### src/rtl/xbus_yield_pkg.sv
package xbus_yield_pkg;

  typedef enum logic [3:0] {
    ST_IDLE  = 4'b0001,
    ST_DEFER = 4'b0010,
    ST_GIVEN = 4'b0100,
    ST_OWED  = 4'b1000
  } yieldState_t;

  typedef struct packed {
    logic grant;
    logic halt;
    logic hang;
  } yieldStrobes_t;

endpackage

### src/rtl/xbus_yield_ctrl.sv
module xbus_yield_ctrl
  import xbus_yield_pkg::*;
(
  input  logic          clk,
  input  logic          rstN,
  input  logic          reqSync,
  input  logic          accBusy,
  input  logic          accReq,
  input  logic          coreRstN,
  input  logic          goMode,
  output yieldStrobes_t strobes
);

  yieldState_t curState;
  yieldState_t nextState;
  logic        accNeed;

  // a core held in reset asks for nothing
  assign accNeed = accReq & coreRstN;

  always_comb begin
    nextState = curState;
    unique case (curState)
      ST_IDLE: begin
        if (reqSync) nextState = accBusy ? ST_DEFER : ST_GIVEN;
      end
      ST_DEFER: begin
        if (!reqSync)     nextState = ST_IDLE;
        else if (!accBusy) nextState = ST_GIVEN;
      end
      ST_GIVEN: begin
        if (!reqSync) nextState = accNeed ? ST_OWED : ST_IDLE;
      end
      ST_OWED: begin
        if (accBusy || !accNeed) nextState = ST_IDLE;
      end
      default: nextState = ST_IDLE;
    endcase
  end

  always_ff @(posedge clk or negedge rstN) begin
    if (!rstN) curState <= ST_IDLE;
    else       curState <= nextState;
  end

  always_comb begin
    strobes.grant = (nextState == ST_GIVEN);
    strobes.halt  = (nextState == ST_DEFER) ||
                    ((nextState == ST_GIVEN) && (!goMode || accNeed));
    strobes.hang  = ((nextState == ST_GIVEN) && accNeed) || (nextState == ST_OWED);
  end

endmodule

### src/rtl/xbus_yield_dp.sv
module xbus_yield_dp
  import xbus_yield_pkg::*;
#(
  parameter int SYNC_STAGES = 2
) (
  input  logic          clk,
  input  logic          rstN,
  input  logic          busReqN,
  input  yieldStrobes_t strobes,
  output logic          reqSync,
  output logic          busGrant,
  output logic          drvEn,
  output logic          coreHalt,
  output logic          busHang
);

  localparam int LAST = SYNC_STAGES - 1;

  logic [LAST:0] syncQ;

  genvar g;
  generate
    for (g = 0; g < SYNC_STAGES; g++) begin : gSync
      if (g == 0) begin : gFirst
        always_ff @(posedge clk or negedge rstN) begin
          if (!rstN) syncQ[g] <= 1'b1;
          else       syncQ[g] <= busReqN;
        end
      end else begin : gRest
        always_ff @(posedge clk or negedge rstN) begin
          if (!rstN) syncQ[g] <= 1'b1;
          else       syncQ[g] <= syncQ[g-1];
        end
      end
    end
  endgenerate

  assign reqSync = ~syncQ[LAST];

  always_ff @(posedge clk or negedge rstN) begin
    if (!rstN) begin
      busGrant <= 1'b0;
      drvEn    <= 1'b1;
      coreHalt <= 1'b0;
      busHang  <= 1'b0;
    end else begin
      busGrant <= strobes.grant;
      drvEn    <= ~strobes.grant;
      coreHalt <= strobes.halt;
      busHang  <= strobes.hang;
    end
  end

endmodule

### src/rtl/xbus_yield.sv
module xbus_yield
  import xbus_yield_pkg::*;
#(
  parameter int SYNC_STAGES = 2
) (
  input  logic clk,
  input  logic rstN,
  input  logic coreRstN,
  input  logic busReqN,
  input  logic accBusy,
  input  logic accReq,
  input  logic goMode,
  output logic busGrant,
  output logic drvEn,
  output logic coreHalt,
  output logic busHang
);

  yieldStrobes_t strobes;
  logic          reqSync;

  xbus_yield_ctrl u_ctrl (
    .clk      (clk),
    .rstN     (rstN),
    .reqSync  (reqSync),
    .accBusy  (accBusy),
    .accReq   (accReq),
    .coreRstN (coreRstN),
    .goMode   (goMode),
    .strobes  (strobes)
  );

  xbus_yield_dp #(.SYNC_STAGES(SYNC_STAGES)) u_dp (
    .clk      (clk),
    .rstN     (rstN),
    .busReqN  (busReqN),
    .strobes  (strobes),
    .reqSync  (reqSync),
    .busGrant (busGrant),
    .drvEn    (drvEn),
    .coreHalt (coreHalt),
    .busHang  (busHang)
  );

endmodule

### config.mk
export PLATFORM = sky130hd
export DESIGN_NAME = xbus_yield
export DESIGN_NICKNAME = d
export VERILOG_FILES = /design/src/rtl/xbus_yield_pkg.sv /design/src/rtl/xbus_yield_ctrl.sv /design/src/rtl/xbus_yield_dp.sv /design/src/rtl/xbus_yield.sv
export SDC_FILE = /design/constraint.sdc
export NUM_CORES = 1
export LEC_CHECK = 0
export BUFFER_PORTS_ARGS = -buffer_cell sky130_fd_sc_hd__clkbuf_2
export CORE_AREA = 2 2 39 41
export DETAILED_ROUTE_END_ITERATION = 8
export DIE_AREA = 0 0 41 43
export PLACE_DENSITY = 0.58
export SYNTH_ARGS = -nofsm -noshare
export SYNTH_HDL_FRONTEND = slang
export SYNTH_HIERARCHICAL = 1
export SYNTH_SLANG_ARGS = --single-unit
### constraint.sdc
create_clock -name clk -period 1.3 [get_ports clk]
set_input_delay 0.13 -clock clk [delete_from_list [all_inputs] [get_ports clk]]
set_output_delay 0.13 -clock clk [all_outputs]
set_load 0.01 [all_outputs]
# --- Yosys cells after proc, flatten, opt, wreduce, memory -nomap -nowiden ---
# Cells that the tools add are included.
totals:
  reg_bits: 10
  input_bits: 7
op_classes:
  eq_ne: 7
  mux: 8
  bitwise_logic: 2
  n_reduce_logical: 8
ops:
  columns: ["operator", "count"]
  rows:
  - ["2-to-1 mux 4 bit", 6]
  - ["case mux 4 bit (4 select lines)", 1]
  - ["equality test 4 x 2 -> 1 bit, second input constant", 2]
  - ["equality test 4 x 3 -> 1 bit, second input constant", 2]
  - ["equality test 4 bit, second input constant", 2]
  - ["equality test 4 x 1 -> 1 bit, second input constant", 1]
  - ["logical OR 1 bit", 4]
  - ["2-to-1 mux 3 bit", 1]
  - ["logical AND 1 bit", 2]
  - ["zero test 1 bit", 2]
  - ["bitwise AND 1 bit", 1]
  - ["NOT 1 bit", 1]

# --- Logic depth before layout (Yosys ltp) ---
depth:
  ltp_word: 8
  depth_mapped: 5
  ltp_nobuf: 5

# --- Hierarchy ---
# The synthesis kept the hierarchy.
by_module_without_submodules:
  columns: ["mod", "n_inst", "cells_per_inst", "area_each_um2", "seq_area_each_um2"]
  rows:
  - ["xbus_yield_ctrl", 1, 30, 281.5, 101.3]
  - ["xbus_yield_dp", 1, 8, 161.4, 153.9]

# --- Worst setup path before layout ---
# OpenSTA, ideal clock, no wires.
synth_path:
  path_kind: "flip-flop to flip-flop"
  from: "reg u_dp.syncQ[1]"
  to: "reg u_dp.coreHalt"
  setup_ps: 118
  t_arrival_ps: 1123
  setup_slack_ps: 58
  stages_incl_launch_ff: 6
  path_buffers: 0
  synth_period_minus_slack_ps: 1242
  path_cell_list: "dfstp_2 -> inv_1 -> nor2b_1 -> a32oi_2 -> inv_2 -> a21o_1"
synth_lines:
  columns: ["element", "line", "rtl"]
  rows:
  - ["start: declaration", "xbus_yield_dp.sv:19", "logic [LAST:0] syncQ;"]
  - ["start signal: indexed assignment", "xbus_yield_dp.sv:32", "else syncQ[g] <= syncQ[g-1];"]
  - ["end signal: assignment", "xbus_yield_dp.sv:49", "coreHalt <= strobes.halt;"]
  - ["end: declaration", "xbus_yield_dp.sv:13", "output logic coreHalt,"]

==> metrics.txt <==
total power draw 0.00106 W; number of DRC violations after detailed routing 0; # IOs 11; Critical R2R Capture u_dp/coreHalt$_DFF_PN0_; Vias between 300 and 400; standby leakage power around 0.30 nW; arrival time at the worst endpoint 1.44 ns; required time at the worst-slack endpoint ~1.5 ns; synthesis-stage register bit count 10; Max VDD drop 883 uV; launch point of the worst reg-to-reg path u_ctrl/curState[0]$_DFF_PN1_; detailed router's first-iteration violation count 3; pin count of the biggest net entering global routing 11; distinct cell type count after synthesis 21; most frequent cells in the layout 10 x clkbuf_2, 5 x dfrtp_1, 4 x dfstp_2; WHS Path Cells 3; cell area after synthesis approximately 440 um2; maximum buffer depth of the clock tree 2; worst-case hold path end point u_dp/coreHalt$_DFF_PN0_; core area ~1400 um2; Hold Slack roughly 0.13 ns; placed cell area just over 500 um2; clock-pin slew reported for the worst setup and hold paths after clock tree synthesis about 0.06 ns; synthesized area per cell ~12 um2; synthesis warning total 6; Detail Route Antenna Nets 0; XOR/XNOR share of the synthesized area 0.0198; number of global-route vias before repair 321; CTS tree built; leading cell type in the layout, fill and taps excluded clkbuf_2; share of cells above drive strength 1 0.518; Tcrit/Tclk final 0.956; adder and majority gate portion of the synthesized area 0; total of buffers placed on input and output ports 10; number of sinks on the clock net 10; status completed; floorplan die height approximately 43 um; mux contribution to synthesized area 0; worst hold start goMode; die area around 1800 um2; Layout Area Growth over Synthesis 39.8%; Fin Clk Skew around 0.0024 ns; starting utilization of the core area 0.320; Pre-antenna DRT Iters 2; peak clock frequency supported by timing 804 MHz; cts bufs inserted 3; class of the tightest hold or removal check primary input to register; fill count 137; Most Used Layer, Global Route met2; post-DR vias/cell between 4 and 5; Mapped Cells 38; Critical Path Start Type register; Setup CP Type register to register; met3 layer usage reported by global route 0.0157; total global routing overflow 0; wire length reported by the detailed router ~830 um; Max H-tree Level 1; count of standard-cell rows 14; slew of the pin with the lowest slew margin 0.288 ns; half-perimeter wire length after detailed placement 611 um; final weighted congestion in routability-driven placement between 0.6 and 0.7; Finish-stage setup viols 0; initial antenna violation count 0; max cap viols 0; synthesized-area fraction occupied by and/or/nand/nor cells 0.181; min Tclk post-route 1.24 ns; remaining max-slew budget at the tightest pin 0.808; worst-path fanout max 4; count of cells along the worst register-to-register path 3; Antenna Cells 0; capturing element type of the critical path register; Synth Area in Compound Gates 0.155; main combinational cell family by area after synthesis simple AND/OR/NAND/NOR gates; power per cell area ~1700 nW/um2; Total Nets Final between 60 and 70; number of hold violations in the final report 0; Final Max Slew Viols 0; post-route cell area just over 600 um2; reg-to-reg setup timing slack around 0.057 ns; Clk Tree Root Cell clkbuf_4; detailed-route wire length per cell around 12 um; share of synthesized area occupied by flip-flops and latches 0.576; Synth Net Count 45; setup repair after global routing missed its margin true; global-route met2 utilization 0.169; met1 demand-to-capacity share in global routing 0.134; chip width just over 40 um; Overall Global Routing Usage 0.117; Worst Setup SP u_ctrl/curState[0]$_DFF_PN1_; Clock Latency Late Sink ~0.26 ns; first-pass GRT wire length between 1 and 1.5 mm
-- flip-flops by register name, summed over array words and instances, names as in the netlist --
register,flops
u_ctrl/curState,4
u_dp/busGrant,1
u_dp/busHang,1
u_dp/coreHalt,1
u_dp/drvEn,1
u_dp/syncQ,2
-- stage by stage --
step / utilization / instances / setup WS (ns) / setup TNS [ns]
2_1_floorplan: - / 38 / 0.0585 / 0
3_3_place_gp: 0.368 / 64 / -0.00585 / -0.00585
3_5_place_dp: 0.368 / 64 / -0.0416 / -0.0416
4_1_cts: 0.420 / 72 / 0.00178 / 0
5_1_grt: 0.448 / 72 / -0.00812 / -0.0121
6_report: 0.448 / 72 / 0.0569 / 0
-- where the power goes --
group          leakage, nW  switching, W  total, W  internal [W]
combinational        0.157      0.000170  0.000332      0.000162
sequential           0.121     0.0000634  0.000464      0.000400
clock               0.0210     0.0000972  0.000267      0.000170
total                0.299      0.000330   0.00106      0.000732
-- synthesized netlist by cell type --
| master | instances | area (um2) |
|---|---|---|
| a21oi_1 | 2 | 10.0 |
| nand2_1 | 2 | 7.51 |
| o211a_1 | 1 | 10.0 |
| nor2_1 | 3 | 11.3 |
| dfstp_2 | 4 | 105 |
| buf_6 | 1 | 11.3 |
| o21ai_0 | 2 | 10.0 |
| nor3b_1 | 2 | 15.0 |
| nor4b_2 | 1 | 15.0 |
| dfrtp_1 | 6 | 150 |
| a32oi_1 | 1 | 8.76 |
| inv_2 | 1 | 3.75 |
| and4_1 | 1 | 8.76 |
| inv_1 | 4 | 15.0 |
| nor4b_1 | 1 | 8.76 |
| nand3b_1 | 1 | 7.51 |
| nor2b_1 | 1 | 6.26 |
| a21o_1 | 1 | 7.51 |
| xor2_1 | 1 | 8.76 |
| a32oi_2 | 1 | 16.3 |
| o22ai_1 | 1 | 6.26 |
-- worst max path at each step --
stage,end
detailed placement,u_dp/coreHalt$_DFF_PN0_
CTS,u_dp/drvEn$_DFF_PN1_
floorplan,u_dp/coreHalt$_DFF_PN0_
global placement,u_dp/coreHalt$_DFF_PN0_
global route,u_dp/drvEn$_DFF_PN1_
finish,u_dp/coreHalt$_DFF_PN0_
-- metal layers --
layer	vias up	routed length, um	part of all wire
met3	2	38	0.046
li1	170	-	-
met5	-	0	0
met4	0	15	0.018
met2	9	433	0.52
met1	169	345	0.41
-- repair_timing --
| action | 4_1_cts | 5_1_grt |
|---|---|---|
| pin swaps | 1 | 3 |
| resized for setup | 0 | 9 |
| endpoints found under the hold margin | 11 | 0 |
| buffers inserted | 2 | 0 |
| endpoints found under the setup margin | 1 | 5 |
| hold buffers | 2 | 0 |
-- critical path: stages (launching register included) --
cell and delay (ns):
dfstp_2 0.57, xor2_2 0.25, and4_1 0.27, a21o_1 0.10
-- layout make-up --
type | count | area (um2) | share of cell area
clock buffers | 4 | 36.3 | 0.0586
well taps | 16 | 20.0 | 0.0323
inverters | 5 | 18.8 | 0.0303
flip-flops and latches | 10 | 256 | 0.414
multi-input cells | 22 | 195 | 0.315
repair buffers | 15 | 92.6 | 0.149
-- cell families after synthesis --
kind of cell	count (synthesis)
compound gates	9
xor+xnor	1
buf+inv	6
flops	10
simple gates	12
(Power assumes the default switching activity.)
